$ cat config.mk
export PLATFORM = sky130hd
export DESIGN_NAME = spi_wake_seq
export DESIGN_NICKNAME = d
export VERILOG_FILES = /design/src/rtl/spi_wake_pkg.sv /design/src/rtl/wake_down_cnt.sv /design/src/rtl/wake_irq_sync.sv /design/src/rtl/spi_wake_seq.sv
export SDC_FILE = /design/constraint.sdc
export NUM_CORES = 1
export LEC_CHECK = 0
export ABC_AREA = 1
export ABC_CLOCK_PERIOD_IN_PS = 5150
export BUFFER_PORTS_ARGS = -buffer_cell sky130_fd_sc_hd__buf_4
export CORE_MARGIN = 2
export CORE_UTILIZATION = 55
export CTS_CLUSTER_SIZE = 20
export DETAILED_ROUTE_END_ITERATION = 10
export PLACE_DENSITY = 0.92
export SYNTH_ARGS = -nofsm -noshare
export SYNTH_HDL_FRONTEND = slang
export SYNTH_SLANG_ARGS = --single-unit
$ cat constraint.sdc
create_clock -name clk -period 5.15 [get_ports clk]
set_clock_uncertainty 0.1 [all_clocks]
set_input_delay 0.2575 -clock clk [delete_from_list [all_inputs] [get_ports clk]]
set_output_delay 0.2575 -clock clk [all_outputs]
set_load 0.005 [all_outputs]
$ cat src/rtl/spi_wake_pkg.sv
package spi_wake_pkg;
  localparam int ADDR_W = 15;
  localparam int DATA_W = 32;
  localparam int FUNC_W = 2;

  localparam logic [ADDR_W-1:0] ID_ADDR   = ADDR_W'(16'h0014);
  localparam logic [ADDR_W-1:0] CTRL_ADDR = ADDR_W'(16'h0000);
  localparam int                WAKE_BIT  = 7;

  localparam logic [1:0] ERR_NONE = 2'd0;
  localparam logic [1:0] ERR_ID   = 2'd1;
  localparam logic [1:0] ERR_IRQ  = 2'd2;

  typedef enum logic [3:0] {
    S_IDLE, S_RST_WAIT, S_POLL_REQ, S_POLL_RSP, S_POLL_GAP,
    S_WAKE_REQ, S_IRQ_WAIT, S_STAT_REQ, S_STAT_RSP
  } wake_state_e;

  // cycles to cover a wait given in microseconds at a clock given in kHz
  function automatic int reset_cycles(input longint khz, input longint us);
    return int'((khz * us) / 1000);
  endfunction

  function automatic logic [DATA_W-1:0] wake_word(input logic [DATA_W-1:0] keep);
    return keep | (DATA_W'(1) << WAKE_BIT);
  endfunction

  function automatic int max3(input int a, input int b, input int c);
    int m;
    m = (a > b) ? a : b;
    return (m > c) ? m : c;
  endfunction

  function automatic int bits_for(input int v);
    return (v < 2) ? 1 : $clog2(v + 1);
  endfunction
endpackage

$ cat src/rtl/wake_down_cnt.sv
module wake_down_cnt #(
  parameter int W = 8
) (
  input  logic         clk,
  input  logic         rst_n,
  input  logic         load_i,
  input  logic [W-1:0] val_i,
  input  logic         dec_i,
  output logic         zero_o
);
  logic [W-1:0] cnt_q;

  always_ff @(posedge clk or negedge rst_n) begin
    if (!rst_n)      cnt_q <= '0;
    else if (load_i) cnt_q <= val_i;
    else if (dec_i)  cnt_q <= cnt_q - 1'b1;
  end

  assign zero_o = (cnt_q == '0);

  // a wait counter is never decremented past zero
  a_r4_no_underflow: assert property (@(posedge clk) disable iff (!rst_n)
    (dec_i && !load_i) |-> !zero_o);
endmodule

$ cat src/rtl/wake_irq_sync.sv
module wake_irq_sync #(
  parameter int STAGES = 2
) (
  input  logic clk,
  input  logic rst_n,
  input  logic raw_i,
  input  logic pol_i,
  output logic act_o
);
  logic synced;

  generate
    if (STAGES < 2) begin : g_one
      logic s_q;
      always_ff @(posedge clk or negedge rst_n) begin
        if (!rst_n) s_q <= 1'b0;
        else        s_q <= raw_i;
      end
      assign synced = s_q;
    end else begin : g_chain
      logic [STAGES-1:0] sh_q;
      always_ff @(posedge clk or negedge rst_n) begin
        if (!rst_n) sh_q <= '0;
        else        sh_q <= {sh_q[STAGES-2:0], raw_i};
      end
      assign synced = sh_q[STAGES-1];
    end
  endgenerate

  // polarity select after the synchronizer
  assign act_o = pol_i ? synced : ~synced;
endmodule

$ cat src/rtl/spi_wake_seq.sv
module spi_wake_seq import spi_wake_pkg::*; #(
  parameter int                CLK_KHZ       = 50000,
  parameter int                RESET_WAIT_US = 150000,
  parameter int                POLL_GAP      = 1000,
  parameter int                POLL_TRIES    = 64,
  parameter int                IRQ_TMO       = 500000,
  parameter int                SYNC_STAGES   = 2,
  parameter logic [DATA_W-1:0] ID_WORD       = 32'hFEED_BEAD,
  parameter logic [DATA_W-1:0] CFG_KEEP      = 32'h0000_0030,
  parameter logic [ADDR_W-1:0] STAT_ADDR     = 15'h0008
) (
  input  logic              clk,
  input  logic              rst_n,
  input  logic              start_i,
  input  logic              resume_i,
  input  logic              irq_pol_i,
  input  logic              dev_irq_i,
  output logic              cmd_valid_o,
  output logic              cmd_write_o,
  output logic [FUNC_W-1:0] cmd_func_o,
  output logic [ADDR_W-1:0] cmd_addr_o,
  output logic [DATA_W-1:0] cmd_wdata_o,
  input  logic              cmd_ready_i,
  input  logic              rsp_valid_i,
  input  logic [DATA_W-1:0] rsp_data_i,
  output logic              busy_o,
  output logic              ready_o,
  output logic [1:0]        err_o,
  output logic [DATA_W-1:0] status_o
);
  localparam int RESET_CYC = reset_cycles(CLK_KHZ, RESET_WAIT_US);
  localparam int TMR_W     = bits_for(max3(RESET_CYC, POLL_GAP, IRQ_TMO));
  localparam int TRY_W     = bits_for(POLL_TRIES);

  wake_state_e state_q, state_d;
  logic [1:0]        err_q;
  logic [DATA_W-1:0] status_q;
  logic              ready_q;

  // named internal events
  logic cmd_fire, id_hit, irq_act, tmr_zero, try_last;
  logic tmr_load, tmr_dec, try_load, try_dec;
  logic [TMR_W-1:0] tmr_val;
  logic err_set, err_clr, ready_d, stat_take;
  logic [1:0] err_code;

  wake_down_cnt #(.W(TMR_W)) u_tmr (
    .clk(clk), .rst_n(rst_n), .load_i(tmr_load), .val_i(tmr_val),
    .dec_i(tmr_dec), .zero_o(tmr_zero)
  );

  wake_down_cnt #(.W(TRY_W)) u_tries (
    .clk(clk), .rst_n(rst_n), .load_i(try_load),
    .val_i(TRY_W'(POLL_TRIES - 1)), .dec_i(try_dec), .zero_o(try_last)
  );

  wake_irq_sync #(.STAGES(SYNC_STAGES)) u_irq (
    .clk(clk), .rst_n(rst_n), .raw_i(dev_irq_i), .pol_i(irq_pol_i),
    .act_o(irq_act)
  );

  assign cmd_fire = cmd_valid_o && cmd_ready_i;
  assign id_hit   = (rsp_data_i == ID_WORD);

  always_comb begin
    state_d     = state_q;
    cmd_valid_o = 1'b0;
    cmd_write_o = 1'b0;
    cmd_func_o  = '0;
    cmd_addr_o  = '0;
    cmd_wdata_o = '0;
    tmr_load    = 1'b0;
    tmr_val     = '0;
    tmr_dec     = 1'b0;
    try_load    = 1'b0;
    try_dec     = 1'b0;
    err_set     = 1'b0;
    err_clr     = 1'b0;
    err_code    = ERR_NONE;
    ready_d     = 1'b0;
    stat_take   = 1'b0;
    unique case (state_q)
      S_IDLE: begin
        if (start_i) begin
          state_d  = S_RST_WAIT;
          tmr_load = 1'b1;
          tmr_val  = TMR_W'(RESET_CYC);
          err_clr  = 1'b1;
        end else if (resume_i) begin
          state_d = S_WAKE_REQ;
          err_clr = 1'b1;
        end
      end
      S_RST_WAIT: begin
        if (tmr_zero) begin
          state_d  = S_POLL_REQ;
          try_load = 1'b1;
        end else begin
          tmr_dec = 1'b1;
        end
      end
      S_POLL_REQ: begin
        cmd_valid_o = 1'b1;
        cmd_addr_o  = ID_ADDR;
        if (cmd_fire) state_d = S_POLL_RSP;
      end
      S_POLL_RSP: begin
        if (rsp_valid_i) begin
          if (id_hit) begin
            state_d = S_WAKE_REQ;
          end else if (try_last) begin
            state_d  = S_IDLE;
            err_set  = 1'b1;
            err_code = ERR_ID;
          end else begin
            state_d  = S_POLL_GAP;
            try_dec  = 1'b1;
            tmr_load = 1'b1;
            tmr_val  = TMR_W'(POLL_GAP);
          end
        end
      end
      S_POLL_GAP: begin
        if (tmr_zero) state_d = S_POLL_REQ;
        else          tmr_dec = 1'b1;
      end
      S_WAKE_REQ: begin
        cmd_valid_o = 1'b1;
        cmd_write_o = 1'b1;
        cmd_addr_o  = CTRL_ADDR;
        cmd_wdata_o = wake_word(CFG_KEEP);
        if (cmd_fire) begin
          state_d  = S_IRQ_WAIT;
          tmr_load = 1'b1;
          tmr_val  = TMR_W'(IRQ_TMO);
        end
      end
      S_IRQ_WAIT: begin
        if (irq_act) begin
          state_d = S_STAT_REQ;
        end else if (tmr_zero) begin
          state_d  = S_IDLE;
          err_set  = 1'b1;
          err_code = ERR_IRQ;
        end else begin
          tmr_dec = 1'b1;
        end
      end
      S_STAT_REQ: begin
        cmd_valid_o = 1'b1;
        cmd_addr_o  = STAT_ADDR;
        if (cmd_fire) state_d = S_STAT_RSP;
      end
      S_STAT_RSP: begin
        if (rsp_valid_i) begin
          stat_take = 1'b1;
          ready_d   = 1'b1;
          state_d   = S_IDLE;
        end
      end
      default: state_d = S_IDLE;
    endcase
  end

  always_ff @(posedge clk or negedge rst_n) begin
    if (!rst_n) begin
      state_q  <= S_IDLE;
      err_q    <= ERR_NONE;
      status_q <= '0;
      ready_q  <= 1'b0;
    end else begin
      state_q <= state_d;
      ready_q <= ready_d;
      if (err_clr)      err_q <= ERR_NONE;
      else if (err_set) err_q <= err_code;
      if (stat_take)    status_q <= rsp_data_i;
    end
  end

  assign busy_o   = (state_q != S_IDLE);
  assign ready_o  = ready_q;
  assign err_o    = err_q;
  assign status_o = status_q;

  // a pending command holds still until accepted
  a_r2_cmd_hold: assert property (@(posedge clk) disable iff (!rst_n)
    (cmd_valid_o && !cmd_ready_i) |=> (cmd_valid_o &&
      $stable({cmd_write_o, cmd_func_o, cmd_addr_o, cmd_wdata_o})));

  // ready is a single-cycle pulse, directly after a response
  a_r8_ready_pulse: assert property (@(posedge clk) disable iff (!rst_n)
    ready_o |=> !ready_o);
  a_r8_ready_after_rsp: assert property (@(posedge clk) disable iff (!rst_n)
    ready_o |-> ($past(rsp_valid_i) && !busy_o));

  // an error code is only visible while idle
  a_r12_err_idle: assert property (@(posedge clk) disable iff (!rst_n)
    (err_o != ERR_NONE) |-> !busy_o);

  // an accepted start while busy does not restart the reset wait
  a_r11_no_restart: assert property (@(posedge clk) disable iff (!rst_n)
    (busy_o && $past(busy_o)) |-> !(tmr_load && tmr_val == TMR_W'(RESET_CYC) && state_q != S_IDLE));
endmodule

==> impl_metrics.toml, run 1 <==
[min_path]
hold_end = "status_o[7]"
hold_depth = 3
min_path_type = "input port to flop"
hold_start = "rsp_data_i[7]"

[worst_setup_path]
r2r_start = "u_tries.cnt_q[0]"
crit_fanout = 19
worstPathRequired_ns = 5.28
crit_arrival_ns = 2.51
crit_path_start_kind = "input port"
criticalPathCategory = "input port to flop"
end_kind = "flop"
ff2ff_path_depth = 11
rrSetupSlack_ns = 2.94
r2r-end = "u_tmr.cnt_q[20]"

[timing]
fin_crit_sh_pct = 46.1
hold_viol_final = 0
worst_slew_pin_slew_ns = 0.880
fin_setup_tns_ns = 0
setup_viol = 0
rsz0062_at_grt = "no"
drv_slew = 0
max_slew_margin_pct = 41.4
timing.fmax_mhz = 421
hold_ws_ns = 0.00976
layout_min_cycle_time_ns = 2.38

[cells_and_area]
drive_above_1_share_pct = 18.8
regArea_mm2 = 0.00178
fillers = 654
post-route-util_pct = 65.8
multi_input_area_mm2 = 0.00208
antenna_cells = 0
area_growth_pct = 17.3
nNetsFinal = 703

[clock_tree]
cts_max_path_buffers = 2
cts-root-buf = "clkbuf_8"
cts_buffers = 9
cts_tree = "done"
h-tree-depth = 3
clkSlewWorstSetupHoldPaths_ns = 0.08
clk_latency_ns = 0.35
post_cts.repair.setup_buffers = 0
cts_sinks = 71

[floorplan]
dieArea_mm2 = 0.00852
fp.dieH_um = 92.3
io_pins = 127
rows = 32
core-area_mm2 = 0.00765
die_x_um = 92.3
initial_core_util_pct = 56.1

[yosys]
ys_top_cells_by_count = "203 x nand2_1, 71 x dfrtp_1, 62 x nor2_1"
synth_top_area_share_pct = 41.4
avgSynthCellArea_um2 = 7.44
synth-seq-cells = 71
synth_area_mm2 = 0.00429
synth_top_flop_cell = "dfrtp_1"
synthAdderAreaFrac_pct = 1.17
synth_compound_area_share_pct = 4.58
yosys-top-cells-area = "dfrtp_1 41%, nand2_1 18%, buf_4 8.4%, nor2_1 5.4%, nand3_1 5.0%"
synth-xor-area-share_pct = 3.06
synth_edf_count = 0
ys_seq_area_share_pct = 41.4
syn_inst = 576
synth_top_family_by_area = "simple AND/OR/NAND/NOR gates"
synthMuxAreaShare_pct = 0
synth_cell_type_count = 33
yosys_warnings = 0
ys_async_sr_fraction_pct = 100
synth.most_common_cell = "nand2_1"
synth-simple-area-share_pct = 36.0
yosysTopAreaCell = "dfrtp_1"

[global_route]
grt_pass1_wl_um = 17700
grt_max_degree = 72
grt_pass1_vias = 3926
antenna_found_initial = 0
overflow = 0
grt_use_total_pct = 25.9

[detailed_routing]
drt_first_pass_iters = 6
drc = 0
via_per_inst = 5.10
vias = 3903
ant_nets = 0
drt_iter0_drc = 266
wl_um = 10300
wl_per_cell_um = 13.5

[power_and_ir_drop]
cellPowerDensity_mw_per_mm2 = 521
ir_worst_vdd_v = 0.000241
power_leakage_nw = 2.74
total_power_mw = 2.62

[placed_design]
gp_congestion = 0.993
portBuffers = 83
hpwlAfterDp_um = 7630

[outcome]
outcome = "completed"

[flow_run]
drv_cap = 0
power breakdown:
part           internal (mW)  switching, mW  leakage [nW]  total, mW
Clock                  0.239          0.216        0.0932      0.455
Sequential             0.750          0.167         0.919      0.917
Combinational          0.481          0.767          1.73       1.25
cell usage in the layout (no fill, tap or decap), drive strengths merged, types with 6 or more instances in the layout:
cell type / netlist / layout
a21oi: 6 / 6
buf: 55 / 84
clkbuf: 4 / 12
conb: 1 / 43
dfrtp: 71 / 71
inv: 43 / 44
nand2: 208 / 208
nand3: 46 / 46
nand4: 9 / 9
nor2: 73 / 73
nor3: 6 / 6
o21ai: 24 / 24
xor2: 10 / 10
worst max-delay path, cell delays in order:
cell	delay (ns)
dlygate4sd3_1	0.53
buf_4	0.11
nand2_1	0.05
nor2_1	0.10
nand2_1	0.07
nor2_1	0.16
nand2_1	0.20
nand2_4	0.25
nand2_4	0.15
nor2_8	0.28
nand2_4	0.17
nand2_1	0.12
nand2_1	0.07
worst max-delay path by stage:
stage                                 from              end  slack [ns]  cells after the start
after floorplan           u_tries.cnt_q[0]  u_tmr.cnt_q[12]        3.44                     12
after global placement      rsp_data_i[24]   u_tmr.cnt_q[8]        3.00                     13
after detailed placement    rsp_data_i[24]  u_tmr.cnt_q[20]        2.95                     13
after CTS                   rsp_data_i[23]  u_tmr.cnt_q[20]        2.80                     13
after global routing        rsp_data_i[23]   u_tmr.cnt_q[8]        2.63                     13
final                       rsp_data_i[28]  u_tmr.cnt_q[20]        2.77                     13
registers in the layout (all words and copies together) (netlist names):
register / count
u_irq.g_chain.sh_q: 2
err_o: 2
ready_o: 1
status_o: 32
u_tmr.cnt_q: 23
u_tries.cnt_q: 7
state_q: 4
through the flow:
stage | std cells | setup slack [ns] | area, um^2
floorplan | 618 | 3.44 | 4450
global placement | 745 | 3.00 | 4780
detailed placement | 745 | 2.95 | 4780
CTS | 766 | 2.80 | 5030
global route | 766 | 2.63 | 5030
finish | 766 | 2.77 | 5030
layer usage:
metal	track usage [%]	wire length, um
met4	8.46	189
met3	7.89	804
met2	45.8	5350
met1	30.2	3990
met5	0	0
cell type report:
| type | count | area share [%] |
|---|---|---|
| clock inverters | 4 | 1.07 |
| well taps | 102 | 2.54 |
| clock buffers | 12 | 2.89 |
| multi-input cells | 445 | 41.4 |
| flip-flops and latches | 71 | 35.3 |
| inverters | 43 | 3.21 |
| repair buffers | 89 | 13.5 |
logic make-up (layout without fill, tap and decap cells):
group | after synthesis | in the layout
AO/OA/AOI/OAI | 35 | 35
adder cells (fa/ha/maj) | 4 | 4
other | 1 | 43
XOR/XNOR | 15 | 15
buffers and inverters | 102 | 148
flip-flops | 71 | 71
AND/OR/NAND/NOR | 348 | 348
timing repair:
action                    in CTS  in global routing
hold endpoints to repair      75                  0
resized for setup              0                  0
hold buffers                   5                  0
No activity file was read; power rests on OpenSTA's default activity.
==> inputs of run 2 (changes only) <==
Settings changed: ABC_CLOCK_PERIOD_IN_PS 5150 to 2300, CORE_UTILIZATION 55 to 52, PLACE_DENSITY 0.92 to 0.88.
Clock period 5.15 ns to 2.3 ns, I/O delays scaled along.
==> run 2 against run 1 <==
  * Clock power rose to 2.7 times the previous value
  * Worst setup slack lost 2.7 ns
  * Register-to-register slack worse by 2.7 ns
  * Via count is 9.7% higher
  * Sequential share of layout area decreased by 2.8 points
  * Non-clock buffer count rose by 41
  * Global-route usage is 2.7 points higher
  * Routed wire length is 20% higher
  * Die area grew 5.5%
==> impl_metrics.toml, run 2 (same netlist as run 1, synthesis figures left out) <==
[timing]
hold_viol_final = 0
max_slew_margin_pct = 41.0
fin_setup_tns_ns = 0
layout_min_cycle_time_ns = 2.21
setup_viol = 0
timing.fmax_mhz = 452
drv_slew = 0
worst_slew_pin_slew_ns = 0.885
fin_crit_sh_pct = 96.3
fin_ws_ns = 0.0855

[power_and_ir_drop]
switching_share_pct = 42.9
ir_worst_vdd_v = 0.000576
clkPwrFrac_pct = 19.4
cellPowerDensity_mw_per_mm2 = 1170
p_sw_mw = 2.75
pwr-share-seq_pct = 32.7
internal-power_mw = 3.66
power_leakage_nw = 2.94
p_comb_share_pct = 48.0

[global_route]
grt_pass1_wl_um = 19900
grt_use_total_pct = 28.7
overflow = 0
grt_pass1_vias = 4122
grt_max_degree = 72
antenna_found_initial = 0

[worst_setup_path]
crit_slowest_cell = "dlygate4sd3_1"
criticalPathCategory = "input port to flop"
ff2ff_path_depth = 9
cp_common_cell = "nand2_1"
crit_path_start_kind = "input port"
cp_slowest_stage_delay_ns = 0.55
crit_arrival_ns = 2.35
crit_fanout = 12
worstPathRequired_ns = 2.44
rrSetupSlack_ns = 0.29
end_kind = "flop"
path_cells = "dlygate4sd3_1, buf_4, inv_1, nand2_1, nor2_1, nand2_1, nor2_1, nand2_1, nand2_4, nand2_4, nor2_8, nand2_4, nand2_1, nand2_1"

[floorplan]
die_x_um = 94.8
initial_core_util_pct = 53.0
core-area_mm2 = 0.00809
fp.dieH_um = 94.8
dieArea_mm2 = 0.00899
io_pins = 127
rows = 33

[clock_tree]
cts-root-buf = "clkbuf_8"
cts_tree = "done"
cts_buffers = 9
clkSlewWorstSetupHoldPaths_ns = 0.07
h-tree-depth = 3
cts_max_path_buffers = 2
clk_latency_ns = 0.35
cts_sinks = 71
cts_resized = 0

[cells_and_area]
regArea_mm2 = 0.00178
post-route-util_pct = 67.5
area_growth_pct = 27.3
antenna_cells = 0
largest_register_ffs = 32
drive_above_1_share_pct = 19.7
multi_input_area_mm2 = 0.00208
final_common_cell = "nand2_1"
final_cell_mix = "203 x nand2_1, 96 x buf_4, 71 x dfrtp_1"
fillers = 594
design_area_mm2 = 0.00546
nNetsFinal = 744

[placed_design]
portBuffers = 83
post_dp_cell_area_mm2 = 0.00481
post-place-ws_ns = 0.257
hpwlAfterDp_um = 7630
gp_congestion = 0.960

[detailed_routing]
wl_per_cell_um = 15.3
drt_iter0_drc = 340
via_per_inst = 5.29
ant_nets = 0
vias = 4281
drt_first_pass_iters = 5
drc = 0
wl_um = 12400

[min_path]
hold_depth = 4
min_path_type = "input port to flop"

[flow_run]
drv_cap = 0

[outcome]
outcome = "completed"
## run 2: changes by cell type in the layout (fill, tap and decap cells not counted), sizes merged
cell         before  now
clkbuf           12   10
clkinvlp          2    1
dlygate4sd3       5   34
clkinv            0    2
bufinv            1    3
inv              44   43
buf              84   96
## run 2: final timing paths
kind | start | to
worst max-delay path | rsp_data_i[17] | u_tmr.cnt_q[15]
worst min-delay path | resume_i | err_o[0]
worst max register to register | u_tmr.cnt_q[12] | u_tmr.cnt_q[4]
worst min register to register | u_irq.g_chain.sh_q[0] | u_irq.g_chain.sh_q[1]
max in group asynchronous | rst_n | state_q[0]
min in group asynchronous | rst_n | status_o[16]
## run 2: stage by stage
stage | power, mW | instances | hold WS, ns
after global routing | 6.85 | 810 | 0.0650
after detailed placement | 4.86 | 751 | 0.125
after global placement | 4.76 | 751 | 0.126
after CTS | 6.16 | 801 | 0.0126
final | 6.40 | 810 | 0.0208
after floorplan | 3.99 | 618 | -0.281
## run 2: worst max-delay path: cells and delay by family
kind	cells	cell delay [ns]
buffers and inverters	3	0.76
and+or+nand+nor	11	1.48
## run 2: per-layer routing
metal  wire length (um)  GRT usage [%]  vias up  share of wire (%)
li1                   -              -     1965                  -
met1               4530           34.6     2008                 37
met2               6220           48.6      266                 50
met3               1210           6.78       42                9.8
met4                420           13.2        0                3.4
met5                  0              0        -                  0
## run 2: final cells by class
cell class                 instances  share of cell area, %
inverter                          43                   2.96
timing repair buffer             130                   19.4
tap                              105                   2.41
clock inverter                     6                   1.97
sequential                        71                   32.5
multi-input combinational        445                   38.2
clock buffer                      10                   2.52
## run 2: power groups by stage
stage                     registers, mW  logic [mW]  clock network (mW)
after global routing               2.13        3.42                1.30
after CTS                          2.05        2.87                1.24
after floorplan                    2.00        1.99                   0
after detailed placement           2.07        2.79                   0
final                              2.09        3.07                1.24
after global placement             2.05        2.70                   0
## run 2: timing repair
action | in CTS | in global routing
endpoints found under the setup margin | 0 | 15
buffers inserted | 0 | 9
endpoints found under the hold margin | 104 | 0
hold buffers | 34 | 0
